--- src/rtl/vrm_pkg.sv ---
package vrm_pkg;
  localparam logic [7:0]  OPC_VMGMT    = 8'h1C;
  localparam logic [3:0]  ACT_PRIM     = 4'h1;
  localparam logic [3:0]  ACT_OFF      = 4'h7;
  localparam logic [3:0]  ACT_ASSIGN   = 4'h8;
  localparam logic [3:0]  ACT_ON       = 4'h9;
  localparam logic [15:0] ST_OK        = 16'h000;
  localparam logic [15:0] ST_BAD_OPC   = 16'h001;
  localparam logic [15:0] ST_BAD_FIELD = 16'h002;
  localparam logic [15:0] ST_BAD_CID   = 16'h11F;
  localparam logic [15:0] ST_BAD_STATE = 16'h120;
  localparam logic [15:0] ST_BAD_NUM   = 16'h121;
  localparam logic [15:0] ST_BAD_RID   = 16'h122;

  typedef struct packed {
    logic [3:0]  act;
    logic [2:0]  rtype;
    logic [15:0] cid;
    logic [15:0] nr;
  } vrm_cmd_t;
endpackage

--- src/rtl/vrm_decode.sv ---
module vrm_decode
  import vrm_pkg::*;
(
  input  logic [31:0] dw10,
  input  logic [31:0] dw11,
  output vrm_cmd_t    cmd
);
  logic unused_bits;
  assign unused_bits = ^{dw10[15:11], dw10[7:4], dw11[31:16]};

  // field positions
  assign cmd.act   = dw10[3:0];
  assign cmd.rtype = dw10[10:8];
  assign cmd.cid   = dw10[31:16];
  assign cmd.nr    = dw11[15:0];
endmodule

--- src/rtl/vrm_sec_lookup.sv ---
module vrm_sec_lookup #(
  parameter int NUM_SEC     = 4,
  parameter int SEC_ID_BASE = 1,
  parameter int IW          = 2
) (
  input  logic [15:0]   cid,
  output logic          hit,
  output logic [IW-1:0] idx
);
  logic [NUM_SEC-1:0] match;

  generate
    for (genvar i = 0; i < NUM_SEC; i++) begin : g_cmp
      assign match[i] = (cid == 16'(SEC_ID_BASE + i));
    end
  endgenerate

  always_comb begin
    hit = |match;
    idx = '0;
    for (int i = NUM_SEC - 1; i >= 0; i--)
      if (match[i]) idx = IW'(i);
  end

  // at most one table entry can claim an ID
  always_comb a_r12_single_match: assert ($onehot0(match));
endmodule

--- src/rtl/vrm_pool.sv ---
module vrm_pool #(
  parameter int TOTAL = 16
) (
  input  logic        clk,
  input  logic        rst,
  input  logic        flr,
  input  logic [15:0] nr,
  input  logic [15:0] cur,
  input  logic        set_pend,
  input  logic        upd_sec,
  input  logic [15:0] new_cnt,
  output logic        ok_total,
  output logic        ok_unassigned,
  output logic        ok_free
);
  localparam int AW = 20;
  localparam int SW = AW + 2;

  logic [AW-1:0] pend_r, act_r, sec_r;
  logic signed [SW-1:0] free_s, diff_s, unas_s;

  assign free_s = $signed(SW'(TOTAL)) - $signed(SW'(act_r)) - $signed(SW'(sec_r));
  assign unas_s = $signed(SW'(TOTAL)) - $signed(SW'(sec_r));
  assign diff_s = $signed(SW'(nr)) - $signed(SW'(cur));

  assign ok_total      = (SW'(nr) <= SW'(TOTAL));
  assign ok_unassigned = ($signed(SW'(nr)) <= unas_s);
  assign ok_free       = (diff_s <= free_s);

  always_ff @(posedge clk) begin
    if (rst) begin
      pend_r <= '0;
      act_r  <= '0;
      sec_r  <= '0;
    end else if (flr) begin
      act_r <= pend_r;
      sec_r <= '0;
    end else begin
      if (set_pend) pend_r <= AW'(nr);
      if (upd_sec)  sec_r  <= sec_r + AW'(new_cnt) - AW'(cur);
    end
  end

  // the pool is never over-committed
  a_r7_pool_bound: assert property (@(posedge clk) disable iff (rst)
    (SW'(act_r) + SW'(sec_r)) <= SW'(TOTAL));
  // the active primary amount moves only at function-level reset
  a_r5_active_hold: assert property (@(posedge clk) disable iff (rst)
    !flr |=> $stable(act_r));
endmodule

--- src/rtl/vrm_cmd_engine.sv ---
module vrm_cmd_engine
  import vrm_pkg::*;
#(
  parameter int NUM_SEC     = 4,
  parameter int CTRL_ID     = 0,
  parameter int SEC_ID_BASE = 1,
  parameter int Q_TOTAL     = 16,
  parameter int I_TOTAL     = 12,
  parameter int Q_SEC_MAX   = 5,
  parameter int I_SEC_MAX   = 4,
  localparam int IW = (NUM_SEC > 1) ? $clog2(NUM_SEC) : 1
) (
  input  logic          clk,
  input  logic          rst,
  input  logic          flr,
  input  logic          req_valid,
  output logic          req_ready,
  input  logic [7:0]    req_opcode,
  input  logic [31:0]   req_dw10,
  input  logic [31:0]   req_dw11,
  output logic          rsp_valid,
  output logic [15:0]   rsp_status,
  output logic          rsp_dnr,
  output logic [31:0]   rsp_result,
  output logic          st_req_valid,
  output logic          st_req_online,
  output logic [IW-1:0] st_req_index
);
  vrm_cmd_t cmd;
  logic hit, accept, rsel;
  logic [IW-1:0] idx;
  logic [15:0] q_cnt [NUM_SEC];
  logic [15:0] i_cnt [NUM_SEC];
  logic [NUM_SEC-1:0] sec_on;
  logic [15:0] cur_q, cur_i, smax_sel;
  logic [1:0] ok_total, ok_unas, ok_free;
  logic [15:0] nx_status;
  logic [31:0] nx_result;
  logic do_prim, do_assign, do_on, do_off;

  vrm_decode u_dec (.dw10(req_dw10), .dw11(req_dw11), .cmd(cmd));

  vrm_sec_lookup #(.NUM_SEC(NUM_SEC), .SEC_ID_BASE(SEC_ID_BASE), .IW(IW)) u_lookup (
    .cid(cmd.cid), .hit(hit), .idx(idx));

  assign req_ready = !rsp_valid && !flr;
  assign accept    = req_valid && req_ready;
  assign rsel      = cmd.rtype[0];
  assign cur_q     = q_cnt[idx];
  assign cur_i     = i_cnt[idx];
  assign smax_sel  = rsel ? 16'(I_SEC_MAX) : 16'(Q_SEC_MAX);

  generate
    for (genvar g = 0; g < 2; g++) begin : g_pool
      vrm_pool #(.TOTAL((g == 1) ? I_TOTAL : Q_TOTAL)) u_pool (
        .clk(clk), .rst(rst), .flr(flr),
        .nr(cmd.nr),
        .cur((g == 1) ? cur_i : cur_q),
        .set_pend(accept && do_prim && (rsel == 1'(g))),
        .upd_sec(accept && ((do_assign && (rsel == 1'(g))) || do_off)),
        .new_cnt(do_off ? 16'd0 : cmd.nr),
        .ok_total(ok_total[g]),
        .ok_unassigned(ok_unas[g]),
        .ok_free(ok_free[g]));
    end
  endgenerate

  always_comb begin
    nx_status = ST_OK;
    nx_result = '0;
    do_prim   = 1'b0;
    do_assign = 1'b0;
    do_on     = 1'b0;
    do_off    = 1'b0;
    if (req_opcode != OPC_VMGMT)      nx_status = ST_BAD_OPC;
    else if (cmd.rtype > 3'd1)        nx_status = ST_BAD_RID;
    else begin
      case (cmd.act)
        ACT_PRIM: begin
          if (cmd.cid != 16'(CTRL_ID)) nx_status = ST_BAD_CID;
          else if (!ok_total[rsel])    nx_status = ST_BAD_NUM;
          else if (!ok_unas[rsel])     nx_status = ST_BAD_RID;
          else begin do_prim = 1'b1; nx_result = {16'h0, cmd.nr}; end
        end
        ACT_ASSIGN: begin
          if (!hit)                    nx_status = ST_BAD_CID;
          else if (sec_on[idx])        nx_status = ST_BAD_STATE;
          else if (cmd.nr > smax_sel)  nx_status = ST_BAD_NUM;
          else if (!ok_free[rsel])     nx_status = ST_BAD_RID;
          else begin do_assign = 1'b1; nx_result = {16'h0, cmd.nr}; end
        end
        ACT_ON: begin
          if (!hit)                              nx_status = ST_BAD_CID;
          else if (cur_i == 16'd0 || cur_q < 16'd2) nx_status = ST_BAD_STATE;
          else                                   do_on = 1'b1;
        end
        ACT_OFF: begin
          if (!hit) nx_status = ST_BAD_CID;
          else      do_off = 1'b1;
        end
        default: nx_status = ST_BAD_FIELD;
      endcase
    end
  end

  always_ff @(posedge clk) begin
    if (rst || flr) begin
      rsp_valid     <= 1'b0;
      rsp_status    <= '0;
      rsp_dnr       <= 1'b0;
      rsp_result    <= '0;
      st_req_valid  <= 1'b0;
      st_req_online <= 1'b0;
      st_req_index  <= '0;
      sec_on        <= '0;
      for (int i = 0; i < NUM_SEC; i++) begin
        q_cnt[i] <= '0;
        i_cnt[i] <= '0;
      end
    end else begin
      rsp_valid    <= accept;
      st_req_valid <= 1'b0;
      if (accept) begin
        rsp_status <= nx_status;
        rsp_dnr    <= (nx_status != ST_OK);
        rsp_result <= nx_result;
        if (do_assign) begin
          if (rsel) i_cnt[idx] <= cmd.nr;
          else      q_cnt[idx] <= cmd.nr;
        end
        if (do_on && !sec_on[idx]) begin
          sec_on[idx]   <= 1'b1;
          st_req_valid  <= 1'b1;
          st_req_online <= 1'b1;
          st_req_index  <= idx;
        end
        if (do_off) begin
          q_cnt[idx] <= '0;
          i_cnt[idx] <= '0;
          if (sec_on[idx]) begin
            sec_on[idx]   <= 1'b0;
            st_req_valid  <= 1'b1;
            st_req_online <= 1'b0;
            st_req_index  <= idx;
          end
        end
      end
    end
  end

  a_r10_ready_low: assert property (@(posedge clk) disable iff (rst)
    rsp_valid |-> !req_ready);
  a_r10_rsp_follows_accept: assert property (@(posedge clk) disable iff (rst)
    rsp_valid |-> $past(req_valid && req_ready));
  a_r3_error_dnr: assert property (@(posedge clk) disable iff (rst)
    (rsp_valid && rsp_status != ST_OK) |-> rsp_dnr);
  a_r8_state_req_on_success: assert property (@(posedge clk) disable iff (rst)
    st_req_valid |-> (rsp_valid && rsp_status == ST_OK));
  a_r8_online_has_resources: assert property (@(posedge clk) disable iff (rst)
    (st_req_valid && st_req_online) |->
      (q_cnt[st_req_index] >= 16'd2 && i_cnt[st_req_index] != 16'd0));
  a_r11_flr_offline: assert property (@(posedge clk) disable iff (rst)
    flr |=> (sec_on == '0));
endmodule

--- config.mk ---
export PLATFORM = sky130hd
export DESIGN_NAME = vrm_cmd_engine
export DESIGN_NICKNAME = d
export VERILOG_FILES = /design/src/rtl/vrm_pkg.sv /design/src/rtl/vrm_decode.sv /design/src/rtl/vrm_sec_lookup.sv /design/src/rtl/vrm_pool.sv /design/src/rtl/vrm_cmd_engine.sv
export SDC_FILE = /design/constraint.sdc
export NUM_CORES = 1
export LEC_CHECK = 0
export BUFFER_PORTS_ARGS = -buffer_cell sky130_fd_sc_hd__buf_2
export CORE_ASPECT_RATIO = 1.2
export CORE_MARGIN = 1
export CORE_UTILIZATION = 65
export DETAILED_ROUTE_END_ITERATION = 8
export MAX_ROUTING_LAYER = met4
export PLACE_DENSITY = 0.85
export SYNTH_ARGS = -nofsm -noshare
export SYNTH_HDL_FRONTEND = slang
export SYNTH_SLANG_ARGS = --single-unit
--- constraint.sdc ---
create_clock -name clk -period 34 [get_ports clk]
set_input_delay 6.8 -clock clk [delete_from_list [all_inputs] [get_ports clk]]
set_output_delay 6.8 -clock clk [all_outputs]
set_load 0.05 [all_outputs]
==> flow_metrics.tcl <==
set metrics [dict create \
    status "finished, final reports clean" \
    synthAdderAreaFrac 0.153 \
    synth-seq-cells 263 \
    core_mm2 0.0299 \
    first_pass_iters 6 \
    synth.distinct_cells 108 \
    cts_max_level 1 \
    yosysWarnings 0 \
    fin_worst_skew_ns 0.0374 \
    endpoint_kind "flip-flop" \
    slowest_stage "nor4_4" \
    postSynthAreaPerCell_um2 9.29 \
    r2r_cells 22 \
    crit_type "in2reg" \
    cts_setup_buffers 0 \
    insertion_delay_ns 0.58 \
    gp_congestion 1.03 \
    cts_buffers 27 \
    rr_endpoint "i_cnt[1][14]" \
    regToRegStartpoint "i_cnt[3][2]" \
    arrival_ns 15.71 \
    post_drt_wl_per_cell_um 21.5 \
    fin_util 0.735 \
    cts_max_path_buffers 3 \
    required_ns 34.18 \
    min_period_over_period 0.457 \
    min_to "g_pool[0].u_pool.pend_r[5]" \
    ir_drop_mv 0.0627 \
    die_x_um 162 \
    grt-ovfl-total 0 \
    fin_cells 2734 \
    postCtsHoldBufs 0 \
    crit_path_start_kind "input pin" \
    portBuffers 80 \
    start_util 0.668 \
    postSynth.asyncResetShare 0 \
    route.detailed.drc 0 \
    worst_slew_pin_slew_ns 1.05 \
    nNetsFinal 2620 \
    slowest_delay_ns 0.93 \
    dpl.hpwl_um 44400 \
    antenna_found_initial 1 \
    maxSlewViolCount 0 \
    startpoint "req_dw10[25]" \
    grt.met1_usage 0.475 \
    cp_max_fo 35 \
    synthFlopType "dfxtp_1" \
    relSlewSlack 0.292 \
    yosysSeqAreaShare 0.328 \
    use_met2 0.619 \
    max_cap_viol_count 0 \
    tritoncts "built" \
    synth_cells 2147 \
    grt_max_degree 63 \
    ios 131 \
    track_usage 0.382 \
    worstHoldPathType "reg2reg" \
    total_power_uw 851 \
    antenna_left 0 \
    first_iter_violations 1569 \
    syn-cell-area_mm2 0.0199 \
    synth_top_family_by_area "compound AO/OA/AOI/OAI gates" \
    r2r_setup_slack_ns 26.25 \
    busiest_layer "met2" \
    die-height_um 194 \
    fmax_mhz 64.4 \
    yosys.area_share.simple 0.169 \
    cts.reportedPaths.clkPinSlew_ns 0.06 \
    p_leak_nw 9.60 \
    fillerInstances 2147 \
    grt_pass1_vias 16556 \
    fin_tns_setup_ns 0 \
    die-area_mm2 0.0314 \
    avgViaCountPerCell 6.26 \
    root_buffer "clkbuf_16" \
    grt_use_met3 0.0464 \
    critPathMostFrequentCell "a21oi_1" \
    rows 69 \
    synth_compound_area_frac 0.176 \
    hold_depth 1 \
    grt_first_pass_wirelength_um 89600 \
    yosys.area_share.xor_xnor 0.0729 \
    rsz0062_at_grt "false" \
    cts_resized 0 \
    num_vias 17102 \
    drive_gt1_frac 0.0914 \
    cts.sinks 263 \
    finalHoldViolCount 0 \
    min_period_ns 15.54 \
    dp_cells 2682 \
    area_delta_synth_final_pct 10.0 \
    hold_start "g_pool[0].u_pool.pend_r[5]" \
    synth.area.mux_share 0.0442 \
    setup_violations 0 \
    totalWireLength_um 58800 \
    synth_edf_count 128 \
    cellPowerDensity_mw_per_mm2 38.8 \
]
through the flow:
| step | setup WS [ns] | hold slack [ns] | area [um^2] |
|---|---|---|---|
| after floorplan | 18.65 | 0.430 | 20400 |
| after global placement | 18.12 | 0.431 | 21000 |
| after detailed placement | 18.04 | 0.447 | 21000 |
| after CTS | 18.58 | 0.464 | 21900 |
| after global routing | 17.95 | 0.485 | 21900 |
| final | 18.46 | 0.463 | 21900 |
worst max-delay path by stage:
stage                   end  slack (ns)  depth (start not counted)
6_report       q_cnt[3][12]       18.46                         29
5_1_grt        q_cnt[3][11]       17.95                         29
4_1_cts         q_cnt[3][0]       18.58                         29
3_5_place_dp   i_cnt[1][14]       18.04                         27
3_3_place_gp   i_cnt[1][10]       18.12                         27
2_1_floorplan   i_cnt[1][0]       18.65                         29
area by class of cell:
cell class / instances / area (um^2) / share of cell area
antenna: 2 / 5.00 / 0.000228
tap: 390 / 488 / 0.0222
clock inverter: 13 / 113 / 0.00513
sequential: 263 / 6550 / 0.298
timing repair buffer: 105 / 588 / 0.0268
inverter: 169 / 634 / 0.0289
clock buffer: 37 / 796 / 0.0363
multi-input combinational: 1755 / 12800 / 0.582
registers in the layout, indices dropped and copies added (netlist names), 2 cells and up:
register              flops
rsp_status                5
g_pool.u_pool.pend_r     32
g_pool.u_pool.sec_r      40
q_cnt                    64
st_req_index              2
sec_on                    4
rsp_result               16
i_cnt                    64
g_pool.u_pool.act_r      32
power breakdown:
part / internal [mW] / switching (mW)
clock: 0.173 / 0.135
sequential: 0.346 / 0.00469
combinational: 0.0731 / 0.119
layer usage:
layer	wire, um	vias up	part of all wire
met5	0	-	0
met4	3000	0	0.051
met3	4940	217	0.084
met2	27500	885	0.47
met1	23300	8019	0.40
li1	-	7981	-
Yosys cell counts (11+ instances only):
cell	n	share of area
ha_1	201	0.13
o21bai_1	11	0.0041
o31ai_1	12	0.0045
o21a_1	13	0.0049
nand2_1	155	0.029
a21o_1	65	0.024
edfxtp_1	128	0.19
nor4_1	19	0.0060
mux2i_1	82	0.041
xnor2_1	122	0.054
o21ai_0	98	0.025
nand3_1	39	0.0098
or3_1	22	0.0069
a31oi_1	20	0.0063
or4_1	14	0.0053
and2_1	43	0.013
a211oi_1	13	0.0049
or2_2	11	0.0035
fa_1	22	0.022
nand4_1	29	0.0091
o2bb2ai_1	18	0.0079
inv_1	168	0.032
nand2b_1	26	0.0082
nor3_1	56	0.014
nor2_1	153	0.029
clkbuf_1	41	0.0077
buf_4	32	0.012
xor2_1	44	0.019
nor2b_1	22	0.0069
and3_1	25	0.0078
a21oi_1	96	0.024
dfxtp_1	135	0.14
o211ai_1	19	0.0072
kinds of logic (layout without fill, tap and decap cells):
family                     Yosys count  count (layout)
adders and majority gates          232             232
and+or+nand+nor                    653             653
other                                1             131
DFF                                263             263
AOI/OAI and AO/OA                  488             488
xor gates and xnor gates           166             166
muxes                               87              87
buffers and inverters              257             324
layout by cell type (no fill, tap or decap), types with 91 or more instances in the layout:
cell      netlist  final
ha_1          201    201
inv_1         168    168
nand2_1       155    155
nor2_1        153    152
dfxtp_1       135    135
conb_1          1    129
edfxtp_1      128    128
xnor2_1       122    122
a21oi_1        96     96
o21ai_0        98     91
critical path, delay by kind of cell:
kind	cells	cell delay (ns)
adders and majority gates	4	1.49
xor gates and xnor gates	1	0.13
and+or+nand+nor	8	2.98
buffers and inverters	2	0.21
AOI/OAI and AO/OA	14	4.08
(Power assumes the default switching activity.)
